<file path="config.mk">
export PLATFORM = sky130hd
export DESIGN_NAME = trap_entry_unit
export DESIGN_NICKNAME = d
export VERILOG_FILES = /design/src/rtl/trap_entry_pkg.sv /design/src/rtl/trap_level_ctrl.sv /design/src/rtl/trap_stack.sv /design/src/rtl/trap_vector_gen.sv /design/src/rtl/trap_entry_unit.sv
export SDC_FILE = /design/constraint.sdc
export NUM_CORES = 1
export LEC_CHECK = 0
export BUFFER_PORTS_ARGS = -buffer_cell sky130_fd_sc_hd__buf_2
export CAP_MARGIN = 10
export CELL_PAD_IN_SITES_DETAIL_PLACEMENT = 0
export CELL_PAD_IN_SITES_GLOBAL_PLACEMENT = 1
export CORE_MARGIN = 8
export CORE_UTILIZATION = 43
export CTS_CLUSTER_SIZE = 25
export DETAILED_ROUTE_END_ITERATION = 8
export HOLD_SLACK_MARGIN = 0.02
export PLACE_DENSITY_LB_ADDON = 0.1
export SLEW_MARGIN = 20
export SYNTH_ARGS = -nofsm -noshare
export SYNTH_HDL_FRONTEND = slang
export SYNTH_SLANG_ARGS = --single-unit
</file>
<file path="constraint.sdc">
create_clock -name clk -period 13.3 [get_ports clk]
set_clock_uncertainty 0.15 [all_clocks]
set_input_delay 0.665 -clock clk [delete_from_list [all_inputs] [get_ports clk]]
set_output_delay 0.665 -clock clk [all_outputs]
set_load 0.02 [all_outputs]
</file>
<file path="src/rtl/trap_entry_pkg.sv">
package trap_entry_pkg;

  localparam int TSTATE_W = 40;
  localparam int IE_BIT   = 1;
  localparam int NEST_BIT = 14;
  localparam int TT_LSB   = 4;

  typedef struct packed {
    logic [7:0]  ccr;
    logic [7:0]  asi;
    logic [3:0]  rsvd;
    logic [11:0] pst;
    logic [7:0]  cwp;
  } tstate_t;

  function automatic tstate_t pack_tstate(input logic [7:0] ccr,
                                          input logic [7:0] asi,
                                          input logic [11:0] pst,
                                          input logic [7:0] cwp);
    tstate_t t;
    t.ccr  = ccr;
    t.asi  = asi;
    t.rsvd = 4'h0;
    t.pst  = pst;
    t.cwp  = cwp;
    return t;
  endfunction

endpackage

</file>
<file path="src/rtl/trap_level_ctrl.sv">
module trap_level_ctrl #(
  parameter int MAX_TL = 5,
  parameter int TL_W   = 3
) (
  input  logic            clk,
  input  logic            rst_n,
  input  logic            trap_req,
  input  logic            ie,
  output logic [TL_W-1:0] tl_q,
  output logic            save_en,
  output logic            nested,
  output logic            done_q,
  output logic            err_masked_q,
  output logic            err_ovf_q
);

  localparam logic [TL_W-1:0] MAX_V = TL_W'(MAX_TL);

  logic [TL_W-1:0] tl_d;
  logic            at_max;
  logic            done_d, errm_d, erro_d;

  always_comb begin
    at_max  = (tl_q == MAX_V);
    save_en = trap_req & ie & ~at_max;
    nested  = (tl_q != '0);
    tl_d    = tl_q;
    if (save_en) tl_d = tl_q + 1'b1;
    done_d  = save_en;
    errm_d  = trap_req & ~ie;
    erro_d  = trap_req & at_max;
  end

  always_ff @(posedge clk or negedge rst_n) begin
    if (!rst_n) begin
      tl_q         <= '0;
      done_q       <= 1'b0;
      err_masked_q <= 1'b0;
      err_ovf_q    <= 1'b0;
    end else begin
      tl_q         <= tl_d;
      done_q       <= done_d;
      err_masked_q <= errm_d;
      err_ovf_q    <= erro_d;
    end
  end

  AST_TL_INC: assert property (@(posedge clk) disable iff (!rst_n)
    save_en |=> (tl_q == $past(tl_q) + 1'b1) && done_q);
  AST_NO_OVERFLOW: assert property (@(posedge clk) disable iff (!rst_n)
    tl_q <= MAX_V);
  AST_MASKED_HOLD: assert property (@(posedge clk) disable iff (!rst_n)
    (trap_req && !ie) |=> $stable(tl_q) && err_masked_q && !done_q);
  AST_IDLE_HOLD: assert property (@(posedge clk) disable iff (!rst_n)
    !trap_req |=> $stable(tl_q) && !done_q);

endmodule

</file>
<file path="src/rtl/trap_stack.sv">
module trap_stack #(
  parameter int DEPTH = 5,
  parameter int TL_W  = 3,
  parameter int AW    = 64,
  parameter int TT_W  = 8
) (
  input  logic                                clk,
  input  logic                                wr_en,
  input  logic [TL_W-1:0]                     wr_lvl,
  input  trap_entry_pkg::tstate_t             wr_ts,
  input  logic [AW-1:0]                       wr_pc,
  input  logic [AW-1:0]                       wr_npc,
  input  logic [TT_W-1:0]                     wr_tt,
  input  logic [TL_W-1:0]                     rd_lvl,
  output logic [trap_entry_pkg::TSTATE_W-1:0] rd_ts,
  output logic [AW-1:0]                       rd_pc,
  output logic [AW-1:0]                       rd_npc,
  output logic [TT_W-1:0]                     rd_tt
);

  trap_entry_pkg::tstate_t ts_mem  [DEPTH];
  logic [AW-1:0]           pc_mem  [DEPTH];
  logic [AW-1:0]           npc_mem [DEPTH];
  logic [TT_W-1:0]         tt_mem  [DEPTH];
  logic [DEPTH-1:0]        sel;

  for (genvar g = 0; g < DEPTH; g++) begin : g_lvl
    assign sel[g] = wr_en && (wr_lvl == TL_W'(g));
    always_ff @(posedge clk) begin
      if (sel[g]) begin
        ts_mem[g]  <= wr_ts;
        pc_mem[g]  <= wr_pc;
        npc_mem[g] <= wr_npc;
        tt_mem[g]  <= wr_tt;
      end
    end
  end

  always_comb begin
    rd_ts  = '0;
    rd_pc  = '0;
    rd_npc = '0;
    rd_tt  = '0;
    for (int i = 0; i < DEPTH; i++) begin
      if (rd_lvl == TL_W'(i)) begin
        rd_ts  = ts_mem[i];
        rd_pc  = pc_mem[i];
        rd_npc = npc_mem[i];
        rd_tt  = tt_mem[i];
      end
    end
  end

  always_comb begin
    AST_ONE_ENTRY: assert ($onehot0(sel));
  end

endmodule

</file>
<file path="src/rtl/trap_vector_gen.sv">
module trap_vector_gen #(
  parameter int AW   = 64,
  parameter int TT_W = 8
) (
  input  logic            clk,
  input  logic            rst_n,
  input  logic            load,
  input  logic [AW-16:0]  tba,
  input  logic            nested,
  input  logic [TT_W-1:0] tt,
  output logic [AW-1:0]   pc_q,
  output logic [AW-1:0]   npc_q
);

  localparam logic [AW-1:0] STEP = AW'(4);

  logic [AW-1:0] vec;
  logic [AW-1:0] pc_d, npc_d;

  always_comb begin
    vec = '0;
    vec[AW-1:15] = tba;
    vec[trap_entry_pkg::NEST_BIT] = nested;
    vec[trap_entry_pkg::TT_LSB +: TT_W] = tt;
    pc_d  = pc_q;
    npc_d = npc_q;
    if (load) begin
      pc_d  = vec;
      npc_d = vec + STEP;
    end
  end

  always_ff @(posedge clk or negedge rst_n) begin
    if (!rst_n) begin
      pc_q  <= '0;
      npc_q <= '0;
    end else begin
      pc_q  <= pc_d;
      npc_q <= npc_d;
    end
  end

  AST_NPC_STEP: assert property (@(posedge clk) disable iff (!rst_n)
    load |=> (npc_q == pc_q + STEP) && (pc_q[3:0] == 4'h0));

endmodule

</file>
<file path="src/rtl/trap_entry_unit.sv">
module trap_entry_unit #(
  parameter int AW     = 64,
  parameter int TT_W   = 8,
  parameter int CWP_W  = 5,
  parameter int MAX_TL = 5,
  parameter int TL_W   = 3
) (
  input  logic                                clk,
  input  logic                                rst_n,
  input  logic                                trap_req,
  input  logic [TT_W-1:0]                     trap_type,
  input  logic [7:0]                          ccr_i,
  input  logic [7:0]                          asi_i,
  input  logic [11:0]                         pstate_i,
  input  logic [CWP_W-1:0]                    cwp_i,
  input  logic [AW-1:0]                       pc_i,
  input  logic [AW-1:0]                       npc_i,
  input  logic [AW-16:0]                      tba_i,
  input  logic [TL_W-1:0]                     rd_lvl,
  output logic [TL_W-1:0]                     tl_o,
  output logic [AW-1:0]                       pc_o,
  output logic [AW-1:0]                       npc_o,
  output logic                                done_o,
  output logic                                err_masked_o,
  output logic                                err_ovf_o,
  output logic [trap_entry_pkg::TSTATE_W-1:0] rd_tstate_o,
  output logic [AW-1:0]                       rd_tpc_o,
  output logic [AW-1:0]                       rd_tnpc_o,
  output logic [TT_W-1:0]                     rd_tt_o
);

  logic                    save_en;
  logic                    nested;
  logic [7:0]              cwp_ext;
  trap_entry_pkg::tstate_t ts_word;

  always_comb begin
    cwp_ext = '0;
    cwp_ext[CWP_W-1:0] = cwp_i;
    ts_word = trap_entry_pkg::pack_tstate(ccr_i, asi_i, pstate_i, cwp_ext);
  end

  trap_level_ctrl #(.MAX_TL(MAX_TL), .TL_W(TL_W)) u_ctrl (
    .clk(clk), .rst_n(rst_n), .trap_req(trap_req),
    .ie(pstate_i[trap_entry_pkg::IE_BIT]),
    .tl_q(tl_o), .save_en(save_en), .nested(nested),
    .done_q(done_o), .err_masked_q(err_masked_o), .err_ovf_q(err_ovf_o)
  );

  trap_stack #(.DEPTH(MAX_TL), .TL_W(TL_W), .AW(AW), .TT_W(TT_W)) u_stack (
    .clk(clk), .wr_en(save_en), .wr_lvl(tl_o), .wr_ts(ts_word),
    .wr_pc(pc_i), .wr_npc(npc_i), .wr_tt(trap_type), .rd_lvl(rd_lvl),
    .rd_ts(rd_tstate_o), .rd_pc(rd_tpc_o), .rd_npc(rd_tnpc_o), .rd_tt(rd_tt_o)
  );

  trap_vector_gen #(.AW(AW), .TT_W(TT_W)) u_vec (
    .clk(clk), .rst_n(rst_n), .load(save_en), .tba(tba_i),
    .nested(nested), .tt(trap_type), .pc_q(pc_o), .npc_q(npc_o)
  );

  AST_NEST_FLAG: assert property (@(posedge clk) disable iff (!rst_n)
    done_o |-> (pc_o[trap_entry_pkg::NEST_BIT] == (tl_o > TL_W'(1))));
  AST_ERR_NO_DONE: assert property (@(posedge clk) disable iff (!rst_n)
    (err_masked_o || err_ovf_o) |-> !done_o);
  AST_OVF_HOLD: assert property (@(posedge clk) disable iff (!rst_n)
    err_ovf_o |-> $stable(pc_o) && (tl_o == TL_W'(MAX_TL)));

endmodule

</file>
==> results.py <==
metrics = {
    "power_and_ir_drop": {
        "max-vdd-ir-drop_mv": 0.163,
        "power.internal_w": 0.00521,
        "clock_power_share": 0.362,
        "combPwrFrac": 0.138,
        "leakagePower_nw": 14.3,
        "total_power_w": 0.00705,
        "p_sw_frac": 0.260,
        "pwr_density_cell_mw_per_mm2": 172,
        "p_sw_w": 0.00183,
        "power_frac_seq": 0.500,
    },
    "clock_tree": {
        "clkTransAtPathRegs_ns": 0.06,
        "ctsHoldBuffers": 0,
        "cts-resized-gates": 0,
        "cts_inserted_buffers": 95,
        "cts_tree": "built",
        "clock_path_buffers": 3,
        "cts_root_buffer": "clkbuf_16",
        "htree_levels": 3,
        "clk-insertion-delay-late_ns": 0.62,
        "post-cts-setup-buffer-count": 0,
        "clkSinkCount": 910,
    },
    "critical_path": {
        "worstPathMaxFanout": 90,
        "critPathKind": "in -> out",
        "end_kind": "primary output",
        "cp_data_arrival_time_ns": 4.46,
        "critPathTopFamily": "buffers and inverters",
        "startpoint_type": "input pin",
        "path_common_cell": "buf_4",
        "required_ns": 12.48,
        "slowest_delay_ns": 0.81,
        "worst_path_max_delay_cell": "or3b_4",
        "crit_buf_inv": 5,
        "path_cells": "clkbuf_8 -> or3b_4 -> buf_4 -> buf_16 -> buf_4 -> nor2_1 -> a31oi_1 -> buf_2",
    },
    "flow_run": {
        "drv_cap": 0,
    },
    "sta": {
        "drv_slew": 0,
        "maxSlewHeadroom": 0.256,
        "timing.final.crit_period_ns": 5.28,
        "rsz0062_at_grt": "false",
        "worstMarginPinSlew_ns": 1.12,
        "max_freq_mhz": 190,
        "timing.final.crit_share": 0.397,
        "final_hold_viol_count": 0,
        "setup_violations": 0,
    },
    "detailed_routing": {
        "wire_per_inst_um": 25.2,
        "ant_nets": 0,
        "drt_iter0_markers": 1339,
        "routed_wirelength_um": 92100,
        "num_vias": 19700,
        "dr.pass1.iters": 5,
        "vias_per_cell": 5.40,
        "post-route-drc-count": 0,
    },
    "die": {
        "ioPinCount": 534,
        "die_h_um": 301,
        "row_count": 104,
        "fp.coreArea_mm2": 0.0805,
        "start_util": 0.435,
        "die-area_mm2": 0.0908,
        "die_w_um": 301,
    },
    "layout": {
        "syn2layout_area_growth_pct": 16.9,
        "final_cells": 3650,
        "multi_input_area_mm2": 0.00665,
        "n_fill_cell": 6825,
        "layout-drive-gt1-share": 0.354,
        "regArea_mm2": 0.0270,
        "layout.nets": 2729,
        "final_util": 0.508,
    },
    "global_routing": {
        "grt-ovfl-total": 0,
        "grt.total_usage": 0.196,
        "grt_max_degree": 141,
        "grt_pass1_vias": 20700,
        "grt_antenna_before_repair": 22,
        "grt_pass1_wl_um": 135000,
    },
    "place": {
        "hpwl_um": 54600,
        "port_buffers": 515,
        "globalplace.congestion": 0.768,
        "dp_cells": 3461,
    },
    "outcome": {
        "status": "finished clean",
    },
    "synth": {
        "synth_top_cell_area_share": 0.725,
        "synth_common_cells": "845 x edfxtp_1, 223 x mux2_2, 170 x nand2_1",
        "synth.avg_cell_area_um2": 17.1,
        "netlist_top_cells_area": "edfxtp_1 72%, mux2_2 7.2%, dfrtp_1 4.6%, a32oi_1 4.1%, a31oi_1 2.9%",
        "yosys.area.top_type": "edfxtp_1",
        "synth_cells": 2050,
        "synth_flop_cell": "edfxtp_1",
        "synth_most_common_cell": "edfxtp_1",
        "ys_seq_area_frac": 0.771,
        "yosysWarnings": 0,
        "netlist-cell-type-count": 28,
        "synthArstFlopShare": 0.0714,
        "ys_ff_latch": 910,
        "synth_area_mm2": 0.0350,
        "synth-edff-count": 845,
    },
    "hold_path": {
        "hold_class": "in -> async",
    },
}
[through the flow]
stage | worst slack, ns | hold WS, ns | instance area, µm² | setup TNS (ns)
floorplan | -0.852 | 0.219 | 35100 | -288.07
global placement | 7.77 | 0.302 | 37900 | 0
detailed placement | 7.73 | 0.301 | 37900 | 0
CTS | 7.74 | 0.0534 | 40900 | 0
global route | 7.68 | 0.0679 | 40900 | 0
finish | 8.02 | 0.0665 | 40900 | 0
[final timing paths]
path                                                  from                           endpoint  slack [ns]  cells after the start
worst max-delay path                             rd_lvl[1]                    rd_tstate_o[25]        8.02                      8
worst min-delay path                                 rst_n         u_vec.pc_q[36]$_DFFE_PN0P_        0.07                      2
worst max register to register  u_ctrl.tl_q[1]$_DFFE_PN0P_  u_stack.npc_mem[0][300]$_DFFE_PP_        9.41                      7
worst min register to register  u_vec.npc_q[2]$_DFFE_PN0P_         u_vec.npc_q[2]$_DFFE_PN0P_        0.31                      1
max in group asynchronous                            rst_n         u_vec.pc_q[54]$_DFFE_PN0P_       12.32                      2
min in group clk                               pstate_i[3]    u_stack.ts_mem[0][41]$_DFFE_PP_        0.11                      1
[worst reg2reg max path: stages, from the launching register on]
cell	delay, ns
dfrtp_1	0.40
inv_1	0.09
ha_1	0.23
a21o_1	0.23
inv_2	0.06
buf_4	0.61
and3_4	0.80
buf_12	0.57
[registers in the layout, indices dropped and copies added (netlist names)]
| register | flops |
|---|---|
| u_stack.npc_mem | 320 |
| u_stack.pc_mem | 320 |
| u_stack.ts_mem | 165 |
| u_vec.pc_q | 58 |
| u_stack.tt_mem | 40 |
| u_ctrl.tl_q | 3 |
| u_ctrl.done_q | 1 |
| u_ctrl.err_masked_q | 1 |
| u_ctrl.err_ovf_q | 1 |
| u_vec.npc_q | 1 |
[cell type report]
class                           instances  share of cell area
Clock inverter                         46             0.00917
Sequential cell                       910               0.660
Timing Repair Buffer                  547              0.0708
Inverter                                9            0.000825
Multi-Input combinational cell        937               0.163
Antenna cell                           12            0.000733
Clock buffer                          129              0.0640
Tap cell                             1060              0.0324
[cell usage in the layout (no fill, tap or decap), drive strengths merged]
cell type | Yosys | routed
ha | 5 | 5
bufinv | 0 | 6
clkinv | 0 | 38
a32oi | 165 | 165
and3 | 2 | 2
dfrtp | 65 | 65
a21o | 1 | 1
xnor2 | 1 | 1
buf | 166 | 546
nor3b | 4 | 4
and2 | 1 | 1
a21oi | 1 | 1
and3b | 1 | 1
o21ai | 6 | 6
nand2 | 170 | 170
mux2 | 223 | 223
conb | 1 | 18
clkbuf | 45 | 130
nor2b | 1 | 1
or3b | 1 | 1
diode | 0 | 12
mux4 | 4 | 4
nor2 | 167 | 167
edfxtp | 845 | 845
a31oi | 165 | 165
inv | 9 | 11
nand2b | 1 | 1
[power by group through the flow]
stage	combinational (W)	sequential, W	clock [W]
after floorplan	0.000571	0.00370	0
after global placement	0.000991	0.00357	0
after detailed placement	0.000993	0.00358	0
after CTS	0.000996	0.00353	0.00262
after global routing	0.00104	0.00355	0.00273
final	0.000974	0.00352	0.00255
[layer usage]
layer | global-route usage | part of all wire | up-vias | wire (µm)
li1 | - | - | 8893 | -
met1 | 0.251 | 0.41 | 10100 | 37700
met2 | 0.331 | 0.50 | 554 | 46300
met3 | 0.0488 | 0.070 | 116 | 6410
met4 | 0.0529 | 0.017 | 14 | 1570
met5 | 0 | 0.0010 | - | 92
[cell families after synthesis]
kind of cell    after synthesis  synth area share
buf+inv                     220            0.0419
mux                         227            0.0743
xor+xnor                      1          0.000250
flops                       910             0.771
fa+ha+maj                     5           0.00179
other cells                   1          0.000107
compound gates              338            0.0720
simple gates                348            0.0384
Power figures use the tool's default switching activity.
